$ cat config.mk
export PLATFORM = sky130hd
export DESIGN_NAME = synth_ser_cfg
export DESIGN_NICKNAME = d
export VERILOG_FILES = /design/src/rtl/synth_cfg_pkg.sv /design/src/rtl/ser_front.sv /design/src/rtl/cfg_bank.sv /design/src/rtl/loop_decode.sv /design/src/rtl/pwr_gate.sv /design/src/rtl/synth_ser_cfg.sv
export SDC_FILE = /design/constraint.sdc
export NUM_CORES = 1
export LEC_CHECK = 0
export BUFFER_PORTS_ARGS = -buffer_cell sky130_fd_sc_hd__buf_2
export CORE_MARGIN = 4
export CORE_UTILIZATION = 35
export DETAILED_ROUTE_END_ITERATION = 8
export MAX_ROUTING_LAYER = met4
export PLACE_DENSITY = 0.61
export RECOVER_POWER = 50
export SLEW_MARGIN = 0
export SYNTH_ARGS = -nofsm -noshare
export SYNTH_HDL_FRONTEND = slang
export SYNTH_SLANG_ARGS = --single-unit
$ cat constraint.sdc
create_clock -name clk -period 1.2 [get_ports clk]
set_input_delay 0.24 -clock clk [delete_from_list [all_inputs] [get_ports clk]]
set_output_delay 0.24 -clock clk [all_outputs]
set_load 0.03 [all_outputs]
$ cat src/rtl/synth_cfg_pkg.sv
// Package: shared widths, field positions and types for the serial
// configuration port. Assumes a 21-bit word whose two lowest bits select
// one of four holding registers.
package synth_cfg_pkg;
    localparam int WORD_W    = 21;
    localparam int ADDR_W    = 2;
    localparam int NUM_REGS  = 1 << ADDR_W;
    localparam int NUM_LOOPS = 2;
    localparam int MAIN_W    = 9;
    localparam int SWAL_W    = 5;
    localparam int REF_W     = 9;
    localparam int MODE_W    = 5;
    localparam int SWAL_LSB  = 7;
    localparam int MAIN_LSB  = SWAL_LSB + SWAL_W;
    localparam int REF_LSB   = ADDR_W;
    localparam int MODE_LSB  = REF_LSB + REF_W;
    localparam int TEST_BIT  = MODE_LSB + MODE_W;

    // Holding register indices, {S1,S0}
    typedef enum logic [ADDR_W-1:0] {
        IDX_L2_MODE = 2'b00,
        IDX_L2_DIV  = 2'b01,
        IDX_L1_MODE = 2'b10,
        IDX_L1_DIV  = 2'b11
    } reg_idx_e;

    // Mode field, bit 0 is power-off
    typedef struct packed {
        logic [1:0] ld_sel;
        logic       cp_hiz;
        logic       pd_norm;
        logic       off;
    } mode_t;
endpackage

$ cat src/rtl/ser_front.sv
// Serial front end: synchronizes the serial clock, data and latch strobe
// into the core clock domain, shifts data MSB first on serial clock rises
// while the strobe is low, and emits a one-cycle latch pulse on a strobe
// rise. Assumes serial pins are slow relative to the core clock (each
// level held for at least three core cycles).
module ser_front #(
    parameter int WORD_W      = 21,
    parameter int SYNC_STAGES = 2
) (
    input  logic              clk,
    input  logic              rst_n,
    input  logic              ser_clk,
    input  logic              ser_dat,
    input  logic              ser_le,
    output logic [WORD_W-1:0] word,
    output logic              latch_stb
);
    localparam int TOP = SYNC_STAGES - 1;

    logic [SYNC_STAGES-1:0] sclk_s, dat_s, le_s;
    logic                   sclk_q, le_q;
    logic                   shift_en;
    logic [WORD_W-1:0]      sr;

    // Synchronizer chains and edge-detect history
    always_ff @(posedge clk) begin
        if (!rst_n) begin
            sclk_s <= '0;
            dat_s  <= '0;
            le_s   <= '0;
            sclk_q <= 1'b0;
            le_q   <= 1'b0;
        end else begin
            sclk_s <= {sclk_s[SYNC_STAGES-2:0], ser_clk};
            dat_s  <= {dat_s[SYNC_STAGES-2:0], ser_dat};
            le_s   <= {le_s[SYNC_STAGES-2:0], ser_le};
            sclk_q <= sclk_s[TOP];
            le_q   <= le_s[TOP];
        end
    end

    // Shift only on a serial clock rise with the strobe low
    assign shift_en  = sclk_s[TOP] & ~sclk_q & ~le_s[TOP];
    assign latch_stb = le_s[TOP] & ~le_q;

    // Shift register, newest bit enters at bit 0
    always_ff @(posedge clk) begin
        if (!rst_n)
            sr <= '0;
        else if (shift_en)
            sr <= {sr[WORD_W-2:0], dat_s[TOP]};
    end

    assign word = sr;

    assert_le_blocks_shift_R10: assert property (@(posedge clk) disable iff (!rst_n)
        le_s[TOP] |=> $stable(sr));
    assert_single_pulse_R2: assert property (@(posedge clk) disable iff (!rst_n)
        latch_stb |=> !latch_stb);
endmodule

$ cat src/rtl/cfg_bank.sv
// Holding register bank: on a write pulse, stores the full word into the
// register indexed by its low ADDR_W bits. Assumes at most one write
// pulse per strobe (guaranteed by the front end).
module cfg_bank #(
    parameter int WORD_W   = 21,
    parameter int ADDR_W   = 2,
    parameter int NUM_REGS = 1 << ADDR_W
) (
    input  logic                             clk,
    input  logic                             rst_n,
    input  logic                             wr_en,
    input  logic [WORD_W-1:0]                wr_word,
    output logic [NUM_REGS-1:0][WORD_W-1:0]  regs
);
    logic [ADDR_W-1:0] wr_addr;
    assign wr_addr = wr_word[ADDR_W-1:0];

    for (genvar i = 0; i < NUM_REGS; i++) begin : g_reg
        logic hit;
        assign hit = wr_en && (wr_addr == ADDR_W'(i));

        // One holding register, loaded only when addressed
        always_ff @(posedge clk) begin
            if (!rst_n)
                regs[i] <= '0;
            else if (hit)
                regs[i] <= wr_word;
        end

        assert_wr_target_R2: assert property (@(posedge clk) disable iff (!rst_n)
            (wr_en && wr_word[ADDR_W-1:0] == ADDR_W'(i)) |=> regs[i] == $past(wr_word));
        assert_hold_other_R2: assert property (@(posedge clk) disable iff (!rst_n)
            !(wr_en && wr_word[ADDR_W-1:0] == ADDR_W'(i)) |=> $stable(regs[i]));
    end
endmodule

$ cat src/rtl/loop_decode.sv
// Per-loop field decoder: slices the divider word and the mode word of one
// loop into its output fields. Pure combinational; assumes the field
// positions from synth_cfg_pkg.
module loop_decode
    import synth_cfg_pkg::*;
(
    input  logic [WORD_W-1:0] div_word,
    input  logic [WORD_W-1:0] mode_word,
    output logic [MAIN_W-1:0] main_div,
    output logic [SWAL_W-1:0] swal,
    output logic [REF_W-1:0]  ref_div,
    output mode_t             mode
);
    logic spare_bits_unused;

    // Field extraction
    always_comb begin
        main_div = div_word[MAIN_LSB +: MAIN_W];
        swal     = div_word[SWAL_LSB +: SWAL_W];
        ref_div  = mode_word[REF_LSB +: REF_W];
        mode     = mode_t'(mode_word[MODE_LSB +: MODE_W]);
    end

    // Bits that carry no field in this loop's words
    assign spare_bits_unused = ^{div_word[SWAL_LSB-1:0], mode_word[WORD_W-1:MODE_LSB+MODE_W],
                                 mode_word[REF_LSB-1:0]};
endmodule

$ cat src/rtl/pwr_gate.sv
// Power-down qualification: turns per-loop power-off bits into enables.
// A loop that is off loses its charge pump and RF input. Only when every
// loop is off are the shared reference path and lock-detect driver
// dropped. The serial port is never gated here.
module pwr_gate #(
    parameter int NUM_LOOPS = 2
) (
    input  logic                 clk,
    input  logic                 rst_n,
    input  logic [NUM_LOOPS-1:0] loop_off,
    output logic [NUM_LOOPS-1:0] cp_en,
    output logic [NUM_LOOPS-1:0] rfin_en,
    output logic [NUM_LOOPS-1:0] ref_en,
    output logic                 refin_en,
    output logic                 ld_en
);
    logic all_off;

    // Shared-path gating when every loop is off
    always_comb begin
        all_off  = &loop_off;
        refin_en = ~all_off;
        ld_en    = ~all_off;
    end

    for (genvar i = 0; i < NUM_LOOPS; i++) begin : g_loop
        // Per-loop enables
        always_comb begin
            cp_en[i]   = ~loop_off[i];
            rfin_en[i] = ~loop_off[i];
            ref_en[i]  = ~all_off;
        end

        assert_ref_live_R7: assert property (@(posedge clk) disable iff (!rst_n)
            rfin_en[i] |-> (ref_en[i] && refin_en));
    end

    assert_all_off_R8: assert property (@(posedge clk) disable iff (!rst_n)
        !refin_en |-> (!ld_en && ref_en == '0 && cp_en == '0));
endmodule

$ cat src/rtl/synth_ser_cfg.sv
// Top: serial configuration port for a two-loop synthesizer core. Chains
// the serial front end, the holding register bank, one decoder per loop
// and the power-down qualifier. Assumes loop 1 uses indices 3/2 and loop 2
// uses indices 1/0 (divider/mode).
module synth_ser_cfg
    import synth_cfg_pkg::*;
(
    input  logic              clk,
    input  logic              rst_n,
    input  logic              ser_clk_i,
    input  logic              ser_dat_i,
    input  logic              ser_le_i,
    output logic [MAIN_W-1:0] l1_main_o,
    output logic [SWAL_W-1:0] l1_swal_o,
    output logic [REF_W-1:0]  l1_ref_o,
    output logic              l1_off_o,
    output logic              l1_pd_norm_o,
    output logic              l1_cp_hiz_o,
    output logic [1:0]        l1_ld_sel_o,
    output logic [MAIN_W-1:0] l2_main_o,
    output logic [SWAL_W-1:0] l2_swal_o,
    output logic [REF_W-1:0]  l2_ref_o,
    output logic              l2_off_o,
    output logic              l2_pd_norm_o,
    output logic              l2_cp_hiz_o,
    output logic [1:0]        l2_ld_sel_o,
    output logic              l1_cp_en_o,
    output logic              l1_rfin_en_o,
    output logic              l2_cp_en_o,
    output logic              l2_rfin_en_o,
    output logic              ref1_en_o,
    output logic              ref2_en_o,
    output logic              refin_en_o,
    output logic              ld_out_en_o,
    output logic              test_flag_o
);
    logic [WORD_W-1:0]                sr_word;
    logic                             latch_stb;
    logic [NUM_REGS-1:0][WORD_W-1:0]  regs;
    logic [NUM_LOOPS-1:0][MAIN_W-1:0] main_d;
    logic [NUM_LOOPS-1:0][SWAL_W-1:0] swal_d;
    logic [NUM_LOOPS-1:0][REF_W-1:0]  ref_d;
    mode_t [NUM_LOOPS-1:0]            mode_d;
    logic [NUM_LOOPS-1:0]             loop_off, cp_en, rfin_en, ref_en;

    ser_front #(.WORD_W(WORD_W), .SYNC_STAGES(2)) u_front (
        .clk(clk), .rst_n(rst_n),
        .ser_clk(ser_clk_i), .ser_dat(ser_dat_i), .ser_le(ser_le_i),
        .word(sr_word), .latch_stb(latch_stb)
    );

    cfg_bank #(.WORD_W(WORD_W), .ADDR_W(ADDR_W), .NUM_REGS(NUM_REGS)) u_bank (
        .clk(clk), .rst_n(rst_n),
        .wr_en(latch_stb), .wr_word(sr_word), .regs(regs)
    );

    // Loop k (0-based) uses divider index 2k+1 and mode index 2k, reversed
    // so that loop 1 owns the upper pair
    for (genvar k = 0; k < NUM_LOOPS; k++) begin : g_dec
        localparam int DIV_IDX  = NUM_REGS - 1 - 2 * k;
        localparam int MODE_IDX = NUM_REGS - 2 - 2 * k;
        loop_decode u_dec (
            .div_word(regs[DIV_IDX]), .mode_word(regs[MODE_IDX]),
            .main_div(main_d[k]), .swal(swal_d[k]),
            .ref_div(ref_d[k]), .mode(mode_d[k])
        );
        assign loop_off[k] = mode_d[k].off;
    end

    pwr_gate #(.NUM_LOOPS(NUM_LOOPS)) u_pwr (
        .clk(clk), .rst_n(rst_n), .loop_off(loop_off),
        .cp_en(cp_en), .rfin_en(rfin_en), .ref_en(ref_en),
        .refin_en(refin_en_o), .ld_en(ld_out_en_o)
    );

    // Output mapping to named ports
    always_comb begin
        l1_main_o    = main_d[0];
        l1_swal_o    = swal_d[0];
        l1_ref_o     = ref_d[0];
        l1_off_o     = mode_d[0].off;
        l1_pd_norm_o = mode_d[0].pd_norm;
        l1_cp_hiz_o  = mode_d[0].cp_hiz;
        l1_ld_sel_o  = mode_d[0].ld_sel;
        l2_main_o    = main_d[1];
        l2_swal_o    = swal_d[1];
        l2_ref_o     = ref_d[1];
        l2_off_o     = mode_d[1].off;
        l2_pd_norm_o = mode_d[1].pd_norm;
        l2_cp_hiz_o  = mode_d[1].cp_hiz;
        l2_ld_sel_o  = mode_d[1].ld_sel;
        l1_cp_en_o   = cp_en[0];
        l1_rfin_en_o = rfin_en[0];
        l2_cp_en_o   = cp_en[1];
        l2_rfin_en_o = rfin_en[1];
        ref1_en_o    = ref_en[0];
        ref2_en_o    = ref_en[1];
        test_flag_o  = regs[IDX_L2_MODE][TEST_BIT];
    end
endmodule

# [Yosys cells after proc, flatten, opt, wreduce, memory -nomap -nowiden]
# Index checks and enable logic that the tools add are counted.
[word_totals] reg_bits=104 inputBits=5 out_inout_bits=65 wordCells=28
[op_classes] eq_ne=3 bitwise_logic=9 n_reduce_logical=6
[op_table] cell="1-bit inverter" n=6
[op_table] cell="2-bit == test (second input constant)" n=2
[op_table] cell="1-bit logical AND" n=4
[op_table] cell="1-bit AND" n=3
[op_table] cell="2-bit by 1-bit == test with 1-bit output (second input constant)" n=1
[op_table] cell="2-bit zero test" n=1
[op_table] cell="2-bit AND reduction" n=1

# [Longest topological paths before layout]
# Gate-level depths: netlist (run 1).
[depth] depth_word=3 depth_mapped=5

# [Hierarchy]
# A second synthesis (run 1) with hierarchy kept.
[hier_totals] hier_cells=440 area_unflattened_um2=4514.3
[by_module_without_submodules] mod="cfg_bank" instances=1 cells_per_inst=289 area_each_um2=3051.7 seq_area_each_um2=1681.6
[by_module_without_submodules] mod="ser_front" instances=1 cells_per_inst=87 area_each_um2=993.5 seq_area_each_um2=580.6
[by_module_without_submodules] mod="loop_decode" instances=2 cells_per_inst=28 area_each_um2=210.2 seq_area_each_um2=0.0
[by_module_without_submodules] mod="pwr_gate" instances=1 cells_per_inst=8 area_each_um2=48.8 seq_area_each_um2=0.0

# [Worst setup path before layout (run 1)]
# OpenSTA, ideal clock, no wires.
[synth_timing] path_type="register -> register" start="register u_front.sr[0] (netlist: u_front.word[0])" end="register u_bank.regs[14] (netlist name)" arrival_time_ns=1.244 t_required_ns=1.077 slack_ns=-0.167 path_stages_with_launch=5 n_path_buf=2 synth_period_minus_slack_ns=1.367 path_cell_list="dfxtp_1 -> or4b_1 -> buf_4 -> buf_6 -> mux2i_1"
[synth_between] elab_chain_cells=2
[synth_lines] element="from (decl)" line="ser_front.sv:23" text="logic [WORD_W-1:0] sr;"
[synth_lines] element="from (signal assigned)" line="ser_front.sv:51" text="sr <= {sr[WORD_W-2:0], dat_s[TOP]};"
[synth_lines] element="2-bit zero test" line="cfg_bank.sv:20" text="assign hit = wr_en && (wr_addr == ADDR_W'(i));"
[synth_lines] element="1-bit logical AND" line="cfg_bank.sv:20"
[synth_lines] element="to (signal, indexed assignment)" line="cfg_bank.sv:27" text="regs[i] <= wr_word;"
[synth_lines] element="to (decl)" line="cfg_bank.sv:13" text="output logic [NUM_REGS-1:0][WORD_W-1:0] regs"
# Every way passes these cells.
# A chain may end at the register's enable or synchronous reset.

# [Worst setup path after layout (run 1)]
[layout_timing] start="register u_front.le_q" end="register u_bank.regs[16] (netlist name)"
[layout_between] elab_chain_cells=3
[layout_lines] element="from (decl)" line="ser_front.sv:21" text="logic sclk_q, le_q;"
[layout_lines] element="from (signal assigned)" line="ser_front.sv:38" text="le_q <= le_s[TOP];"
[layout_lines] element="1-bit inverter" line="ser_front.sv:44" text="assign latch_stb = le_s[TOP] & ~le_q;"
[layout_lines] element="1-bit AND" line="ser_front.sv:44"
[layout_lines] element="1-bit logical AND" line="cfg_bank.sv:20"
# Every way passes these cells.

==> flow_metrics.tcl, run 1 <==
set metrics [dict create \
    cts_tree "yes" \
    hold_viol_final 0 \
    cellLeakagePower_nw 1.866 \
    timing.critical_path.to_type "flip-flop" \
    tightestPinTransition_ns 0.2715 \
    final_core_utilization 0.4755 \
    use_met1 0.1779 \
    worstSetupStartpointType "flip-flop" \
    holdCritPathClass "input pin to flip-flop" \
    failed_checks "negative setup slack" \
    worst_slew_margin_rel 0.8187 \
    share_seq_of_total_power 0.541 \
    run_status "finished with violations" \
    multiInputGateArea_um2 1240 \
    top_area_cell_type_share_of_the_netlist_area 0.5665 \
    grtUsageMet2 0.2138 \
    drt-total-wl_um 6610 \
    grt_max_degree 54 \
    netlist-cell-type-count 15 \
    drt_iter0_markers 61 \
    synthesis.instances 283 \
    drc_errors 0 \
    synthSimpleGateAreaFrac 0.1309 \
    setup.worst_path.class "flip-flop to flip-flop" \
    switching_share 0.2213 \
    maxCapViolCount 0 \
    max_clock_freq_mhz 760.1 \
    detailed_place.area_um2 3566 \
    global_route.usage.met3 0.04132 \
    finalSetupViolCount 34 \
    adder_and_majority_gate_portion_of_the_synthesized_area 0 \
    post-route-worst-setup-slack_ns -0.1157 \
    power.combinational.fraction 0.028 \
    layout_common_cells "80 x dfxtp_1, 79 x nand2_1, 76 x mux2i_1, 42 x buf_2, 16 x buf_6" \
    grt.overflow.total 0 \
    grt_pass1_vias 2228 \
    clock_tree.htree_level_count 3 \
    finalCritPeriodShare 1.096 \
    critPathSlowestCell "or4b_4" \
    die_height_um 101.2 \
    wl_per_cell_um 14.09 \
    synth_seq_area_share 0.5665 \
    cp.required_ns 1.44 \
    critPathArrivalTime_ns 1.55 \
    rsz_0062_raised_after_global_routing "true" \
    final_antenna_net_count 0 \
    power.internal_mw 4.129 \
    hold-worst-slack_ns 0.08988 \
    worst_path_largest_cell_delay_ns 0.57 \
    pin_count 70 \
    cts.reportedPaths.clkPinSlew_ns 0.09 \
    vias_per_cell 4.580 \
    post_synth_instance_area_um2 3039 \
    synth_top_family_by_area "multiplexers" \
    final_nets 364 \
    coreArea_um2 8341 \
    critical_path.cell_chain "or4b_4 -> buf_4 -> mux2i_1" \
    total_switching_power_mw 1.173 \
    syn_avg_cell_area_um2 10.74 \
    detailroute.via_count 2148 \
    post-place-ws_ns -0.1275 \
    r2r.worst_path.cells 3 \
    port-buffer-count 69 \
    synth-warning-count 0 \
    dp_hpwl_um 4414 \
    layoutNonFillerInstCount 469 \
    floorplan.initialDensity 0.3644 \
    power_per_cell_area_nw_per_um2 1337 \
    ys_top_cells_by_area "dfxtp_1 57%, mux2i_1 26%, nand2_1 9.9%, buf_4 1.7%, and2_1 1.6%" \
    final_clock_skew_ns 0.01023 \
    vdd_ir_drop_max_mv 0.6306 \
    drt_pre_antenna_iters 4 \
    synthesis.nets 288 \
    clk-insertion-delay-late_ns 0.36 \
    grt_first_pass_wirelength_um 11000 \
    area.growth.synth_to_final_pct 30.51 \
    antenna_violations_before_repair 0 \
    worst_hold_path.num_cells 2 \
    cts_buffers 9 \
    track_usage 0.1419 \
    clock_sink_count 86 \
    final_layout_size_suffix_gt1_frac 0.3214 \
    fp.dieArea_um2 10240 \
    core.rowCount 33 \
    die_w_um 101.2 \
    period_minus_slack_ns 1.316 \
    grt_busiest_layer "met2" \
    maxSlewViolCount 0 \
    clk_root_buffer_cell "clkbuf_8" \
    routabilityCongestion 0.7333 \
    num_antenna_cells 0 \
    postLayoutCellArea_um2 3966 \
    synth-xor-area-share 0 \
    crit_fanout 4 \
    synth_mux_area_frac 0.2569 \
    clock_power_share 0.431 \
    ff_latch_area_um2 1729 \
    fill_cells 780 \
    placed_cells_incl_taps 449 \
    final_common_cell "dfxtp_1" \
    clk_path_buf_depth 2 \
    post_synthesis_register_bit_count 86 \
    synth_compound_gate_area_share 0 \
    cell_type_with_the_largest_total_area_after_synthesis "dfxtp_1" \
]
## registers in the layout (all words and copies together), names as in the netlist
register	count
u_front.word	21
u_front.dat_s	2
u_front.sclk_q	1
u_front.le_q	1
u_bank.regs	57
u_front.sclk_s	2
u_front.le_s	2
## timing repair
| action | CTS | global route |
|---|---|---|
| hold buffers | 0 | 0 |
| resized for setup | 24 | 23 |
| buffers inserted | 2 | 1 |
| endpoints found under the setup margin | 48 | 91 |
| cloned | 1 | 0 |
| pin swaps | 0 | 2 |
## logic make-up (layout without fill, tap and decap cells)
group                  count (synthesis)  in the layout
buffers and inverters                 26            107
flip-flops                            86             86
multiplexers                          78             78
AND/OR/NAND/NOR                       93             93
## synthesized netlist by cell type, drive strengths merged
library cell,count
dfxtp,86
nand2,80
mux2i,78
buf,16
and2,8
clkbuf,8
inv,2
nand4b,1
nand4bb,1
nor3b,1
nor4bb,1
or4b,1
## layer usage
layer / up-vias / part of all wire
met1: 1010 / 0.47
met2: 47 / 0.46
li1: 1080 / -
met5: - / 0
met3: 11 / 0.058
met4: 0 / 0.017
## power groups by stage
stage,sequential [mW],clock (mW),combinational (mW)
2_1_floorplan,2.93,0,0.0922
3_3_place_gp,2.93,0,0.136
3_5_place_dp,2.93,0,0.136
4_1_cts,2.87,2.35,0.147
5_1_grt,2.87,2.47,0.160
6_report,2.87,2.29,0.148
## critical path, delay by kind of cell, from the launching register on
family	cells	cell delay (ns)
mux	1	0.12
buf+inv	1	0.18
flops	1	0.34
simple gates	1	0.57
## worst paths after layout
kind	from	to	slack (ns)
worst max-delay path	u_front.le_q	u_bank.regs[16]	-0.12
worst min-delay path	ser_clk_i	u_front.sclk_s[0]	0.09
worst min register to register	u_front.sclk_s[0]	u_front.sclk_s[1]	0.44
worst max register to register	u_front.le_q	u_bank.regs[16]	-0.12
## metrics by stage
stage	power (mW)	TNS [ns]
6_report	5.302	-2.177
5_1_grt	5.502	-5.025
4_1_cts	5.363	-2.193
3_5_place_dp	3.069	-2.159
3_3_place_gp	3.069	-1.367
2_1_floorplan	3.025	-1.524
## area by class of cell
| class | instances | area share |
|---|---|---|
| inverters | 2 | 0.001893 |
| clock buffers | 9 | 0.03123 |
| multi-input cells | 171 | 0.3126 |
| repair buffers | 89 | 0.1587 |
| flip-flops and latches | 86 | 0.4360 |
| clock inverters | 7 | 0.02650 |
| well taps | 105 | 0.03312 |
(Power assumes the default switching activity.)
==> inputs of run 2 (changes only) <==
--- a/config.mk
+++ b/config.mk
@@ -7,11 +7,12 @@
 export LEC_CHECK = 0
 export BUFFER_PORTS_ARGS = -buffer_cell sky130_fd_sc_hd__buf_2
 export CORE_MARGIN = 4
-export CORE_UTILIZATION = 35
+export CORE_UTILIZATION = 41
 export DETAILED_ROUTE_END_ITERATION = 8
 export MAX_ROUTING_LAYER = met4
-export PLACE_DENSITY = 0.61
+export PLACE_DENSITY = 0.66
 export RECOVER_POWER = 50
+export SETUP_SLACK_MARGIN = 0.15
 export SLEW_MARGIN = 0
 export SYNTH_ARGS = -nofsm -noshare
 export SYNTH_HDL_FRONTEND = slang
==> constraint.sdc (replaced) <==
create_clock -name clk -period 1.35 [get_ports clk]
set_input_delay 0.27 -clock clk [delete_from_list [all_inputs] [get_ports clk]]
set_output_delay 0.27 -clock clk [all_outputs]
set_load 0.03 [all_outputs]
==> flow_metrics.tcl, run 2 (synthesis gave the netlist of run 1 again) <==
set metrics [dict create \
    rsz_0062_raised_after_global_routing "true" \
    cts_tree "yes" \
    top_register "u_bank.regs" \
    r2r.worst_path.cells 3 \
    grt.overflow.total 0 \
    port-buffer-count 69 \
    fp.dieArea_um2 8854 \
    worstSetupStartpointType "flip-flop" \
    timing.critical_path.to_type "flip-flop" \
    crit_startpoint "u_front.le_q" \
    die_height_um 94.10 \
    area.growth.synth_to_final_pct 33.02 \
    clk_root_buffer_cell "clkbuf_8" \
    vdd_ir_drop_max_mv 0.6866 \
    maxSlewViolCount 0 \
    critical_path.cell_chain "or4b_4 -> buf_12 -> mux2i_1" \
    final_core_utilization 0.5604 \
    coreArea_um2 7214 \
    die_w_um 94.10 \
    crit_cells 3 \
    floorplan.initialDensity 0.4213 \
    num_antenna_cells 0 \
    power_per_cell_area_nw_per_um2 1108 \
    post-place-ws_ns 0.01901 \
    grt_pass1_vias 2136 \
    detailroute.via_count 2161 \
    worst_path_dominant_cell_family "simple AND/OR/NAND/NOR gates" \
    finalCritPeriodShare 0.9607 \
    worst_hold_path.num_cells 2 \
    tightestPinTransition_ns 0.3602 \
    critPathArrivalTime_ns 1.53 \
    layout_common_cells "79 x nand2_1, 78 x dfxtp_1, 77 x mux2i_1, 31 x buf_2, 28 x buf_4" \
    routabilityCongestion 0.7290 \
    worst_path_largest_cell_delay_ns 0.57 \
    drt_iter0_markers 73 \
    finalSetupViolCount 0 \
    dp_hpwl_um 4175 \
    track_usage 0.1551 \
    max_clock_freq_mhz 771.0 \
    final_antenna_net_count 0 \
    grt_max_degree 56 \
    antenna_violations_before_repair 0 \
    hold_viol_final 0 \
    clk-insertion-delay-late_ns 0.36 \
    pin_count 70 \
    final_layout_size_suffix_gt1_frac 0.3306 \
    drt-total-wl_um 6515 \
    cts_buffers 9 \
    critical_path_buf_inv_count 1 \
    period_minus_slack_ns 1.297 \
    grt_first_pass_wirelength_um 10410 \
    largest_register_ff_count 57 \
    cts.reportedPaths.clkPinSlew_ns 0.08 \
    vias_per_cell 4.647 \
    drt_pre_antenna_iters 4 \
    worst_slew_margin_rel 0.7596 \
    wl_per_cell_um 14.01 \
    timing.rr.start "u_front.le_q" \
    cellLeakagePower_nw 1.906 \
    final_common_cell "nand2_1" \
    critPathSlowestCell "or4b_4" \
    run_status "finished clean" \
    clk_path_buf_depth 2 \
    final_clock_skew_ns 0.01175 \
    drc_errors 0 \
    core.rowCount 31 \
    cp.required_ns 1.58 \
    setup.worst_path.class "flip-flop to flip-flop" \
    maxCapViolCount 0 \
    clock_sink_count 86 \
    hold_path.startpoint "ser_le_i" \
    crit_fanout 9 \
    post-route-worst-setup-slack_ns 0.05303 \
    clock_tree.htree_level_count 3 \
    holdCritPathClass "input pin to flip-flop" \
    final_nets 366 \
]
==> run 2: where the power goes <==
group	total, mW	switching, mW	internal, mW
clock network	1.79	0.925	0.868
registers	2.54	0.00378	2.54
logic	0.140	0.0749	0.0652
==> run 2: worst paths after layout <==
path	endpoint	slack, ns
setup / recovery	u_bank.regs[9]	0.05
hold / removal	u_front.le_s[0]	0.12
setup reg to reg	u_bank.regs[9]	0.05
hold reg to reg	u_front.dat_s[1]	0.44
==> run 2: metal layers <==
| layer | part of all wire | global-route usage | up-vias |
|---|---|---|---|
| met5 | 0 | - | - |
| met4 | 0.015 | 0.05054 | 0 |
| met3 | 0.052 | 0.04487 | 11 |
| met2 | 0.46 | 0.2389 | 57 |
| met1 | 0.47 | 0.1966 | 1014 |
| li1 | - | - | 1079 |
==> run 2: final cells by class <==
cell class | instances | area [um2]
flip-flops and latches | 86 | 1737
fillers | 642 | 3172
clock inverters | 6 | 71.32
inverters | 2 | 12.51
clock buffers | 10 | 127.6
multi-input cells | 171 | 1220
repair buffers | 91 | 750.7
well taps | 99 | 123.9
==> run 2: what timing repair did <==
item,in CTS,in global routing
hold buffers,0,0
buffers inserted,3,1
gates cloned,0,3
endpoints found under the hold margin,0,0
gates resized for setup,27,76
setup endpoints to repair,45,109
pin swaps,1,1
==> run 2: metrics by stage <==
stage / power (mW) / cell area [um2] / setup TNS [ns] / hold WS, ns / cells
floorplan: 2.689 / 3059 / 0 / 0.3973 / 283
global placement: 2.726 / 3551 / 0 / 0.4200 / 442
detailed placement: 2.725 / 3551 / 0 / 0.4184 / 442
CTS: 4.510 / 3851 / 0 / 0.1047 / 461
global route: 4.646 / 4043 / -0.03719 / 0.1173 / 465
finish: 4.477 / 4043 / 0 / 0.1236 / 465
==> inputs of run 3 (changes only) <==
--- a/config.mk
+++ b/config.mk
@@ -6,6 +6,8 @@
 export NUM_CORES = 1
 export LEC_CHECK = 0
 export BUFFER_PORTS_ARGS = -buffer_cell sky130_fd_sc_hd__buf_2
+export CAP_MARGIN = 10
+export CORE_ASPECT_RATIO = 1.25
 export CORE_MARGIN = 4
 export CORE_UTILIZATION = 41
 export DETAILED_ROUTE_END_ITERATION = 8
==> flow_metrics.tcl, run 3 (synthesis gave the netlist of run 1 again) <==
set metrics [dict create \
    floorplan.initialDensity 0.4278 \
    total_switching_power_mw 0.9193 \
    dp_hpwl_um 4025 \
    drt_iter0_markers 70 \
    detailed_place.area_um2 3532 \
    top_register "u_bank.regs" \
    layout_common_cells "81 x dfxtp_1, 79 x nand2_1, 77 x mux2i_1, 40 x clkbuf_2, 19 x buf_6" \
    die_w_um 85.01 \
    cts.reportedPaths.clkPinSlew_ns 0.08 \
    critical_path.cell_chain "or4b_4 -> buf_12 -> mux2i_1" \
    post-route-worst-setup-slack_ns 0.01310 \
    power.combinational.fraction 0.034 \
    max_clock_freq_mhz 748.0 \
    clock_power_share 0.437 \
    largest_register_ff_count 57 \
    drt_pre_antenna_iters 4 \
    critPathSlowestCell "or4b_4" \
    drc_errors 0 \
    period_minus_slack_ns 1.337 \
    cellLeakagePower_nw 1.875 \
    tightestPinTransition_ns 0.3715 \
    post-place-ws_ns -0.002149 \
    critPathArrivalTime_ns 1.56 \
    crit_fanout 5 \
    worst_slew_margin_rel 0.7534 \
    grt_pass1_vias 2110 \
    power_per_cell_area_nw_per_um2 1191 \
    core.rowCount 34 \
    switching_share 0.1912 \
    maxSlewViolCount 0 \
    final_nets 366 \
    finalSetupTns_ns 0 \
    maxCapViolCount 0 \
    final_antenna_net_count 0 \
    cts_buffers 9 \
    grt.overflow.total 0 \
    setup.worst_path.class "flip-flop to flip-flop" \
    coreArea_um2 7104 \
    pin_count 70 \
    cp.required_ns 1.57 \
    finalSetupViolCount 0 \
    worstSetupStartpointType "flip-flop" \
    worst_path_largest_cell_delay_ns 0.59 \
    cts_tree "yes" \
    rsz_0062_raised_after_global_routing "true" \
    final_layout_size_suffix_gt1_frac 0.2986 \
    clock_sink_count 86 \
    final_common_cell "dfxtp_1" \
    clk_root_buffer_cell "clkbuf_8" \
    hold_viol_final 0 \
    port-buffer-count 69 \
    clk-insertion-delay-late_ns 0.34 \
    finalCritPeriodShare 0.9903 \
    routabilityCongestion 0.7049 \
    postLayoutCellArea_um2 4036 \
    power.internal_mw 3.890 \
    timing.critical_path.to_type "flip-flop" \
    fill_cells 629 \
    share_seq_of_total_power 0.529 \
    wl_per_cell_um 14.39 \
    vias_per_cell 4.719 \
    detailroute.via_count 2147 \
    die_height_um 104.3 \
    vdd_ir_drop_max_mv 0.9718 \
    clk_path_buf_depth 2 \
    fp.dieArea_um2 8863 \
    num_antenna_cells 0 \
    clock_tree.htree_level_count 3 \
    area.growth.synth_to_final_pct 32.81 \
    grt_first_pass_wirelength_um 10460 \
    antenna_violations_before_repair 0 \
    holdCritPathClass "input pin to flip-flop" \
    final_clock_skew_ns 0.006169 \
    grt_max_degree 54 \
    drt-total-wl_um 6549 \
    cts_hold_buf 0 \
    track_usage 0.1517 \
    run_status "finished clean" \
]
## run 3: cell count changes in the layout (fill, tap and decap cells not counted), sizes merged
| cell | delta |
|---|---|
| buf | -48 |
| bufinv | +2 |
| clkbuf | +49 |
| clkinv | -1 |
| clkinvlp | -2 |
| inv | -1 |
## run 3: path summary, 6_finish.rpt
path | slack [ns] | from | depth (start not counted) | endpoint
setup reg to reg | 0.01 | u_front.word[1] | 3 | u_bank.regs[10]
setup / recovery | 0.01 | u_front.word[1] | 3 | u_bank.regs[10]
hold / removal | 0.12 | ser_clk_i | 2 | u_front.sclk_s[0]
hold reg to reg | 0.44 | u_front.le_s[0] | 1 | u_front.le_s[1]
## run 3: power groups by stage
stage | clock network [mW] | logic [mW] | registers, mW
floorplan | 0 | 0.0820 | 2.61
global placement | 0 | 0.117 | 2.61
detailed placement | 0 | 0.117 | 2.61
CTS | 2.16 | 0.135 | 2.54
global route | 2.25 | 0.170 | 2.55
finish | 2.10 | 0.161 | 2.54
## run 3: worst max-delay path: cells and delay by family (launching register included)
family,cells,cell delay [ns]
buffers and inverters,1,0.17
flip-flops,1,0.34
multiplexers,1,0.12
AND/OR/NAND/NOR,1,0.59
## run 3: routing by layer
layer / vias up / part of all wire / GRT usage
met5: - / 0 / -
met4: 0 / 0.025 / 0.07466
met1: 1006 / 0.44 / 0.1781
met3: 12 / 0.048 / 0.04279
li1: 1078 / - / -
met2: 51 / 0.49 / 0.2361
## run 3: cell type report
class                   count  area, um2  share of cell area
inverters                   2      12.51            0.003100
well taps                  90      112.6             0.02790
flip-flops and latches     86       1733              0.4293
multi-input cells         171       1220              0.3022
clock inverters             4      95.09             0.02356
repair buffers             91      721.9              0.1789
clock buffers              11      141.4             0.03503
## run 3: repair_timing
item | 4_1_cts | 5_1_grt
gates resized for setup | 35 | 43
buffers inserted | 3 | 1
endpoints found under the setup margin | 58 | 85
pin swaps | 3 | 4
cloned | 1 | 3
## run 3: through the flow
step / total power, mW / utilization / std cells / hold slack, ns
after floorplan: 2.689 / - / 283 / 0.3973
after global placement: 2.724 / 0.4972 / 432 / 0.4169
after detailed placement: 2.724 / 0.4972 / 432 / 0.4211
after CTS: 4.838 / 0.5516 / 451 / 0.1066
after global routing: 4.971 / 0.5682 / 455 / 0.1051
final: 4.809 / 0.5682 / 455 / 0.1223
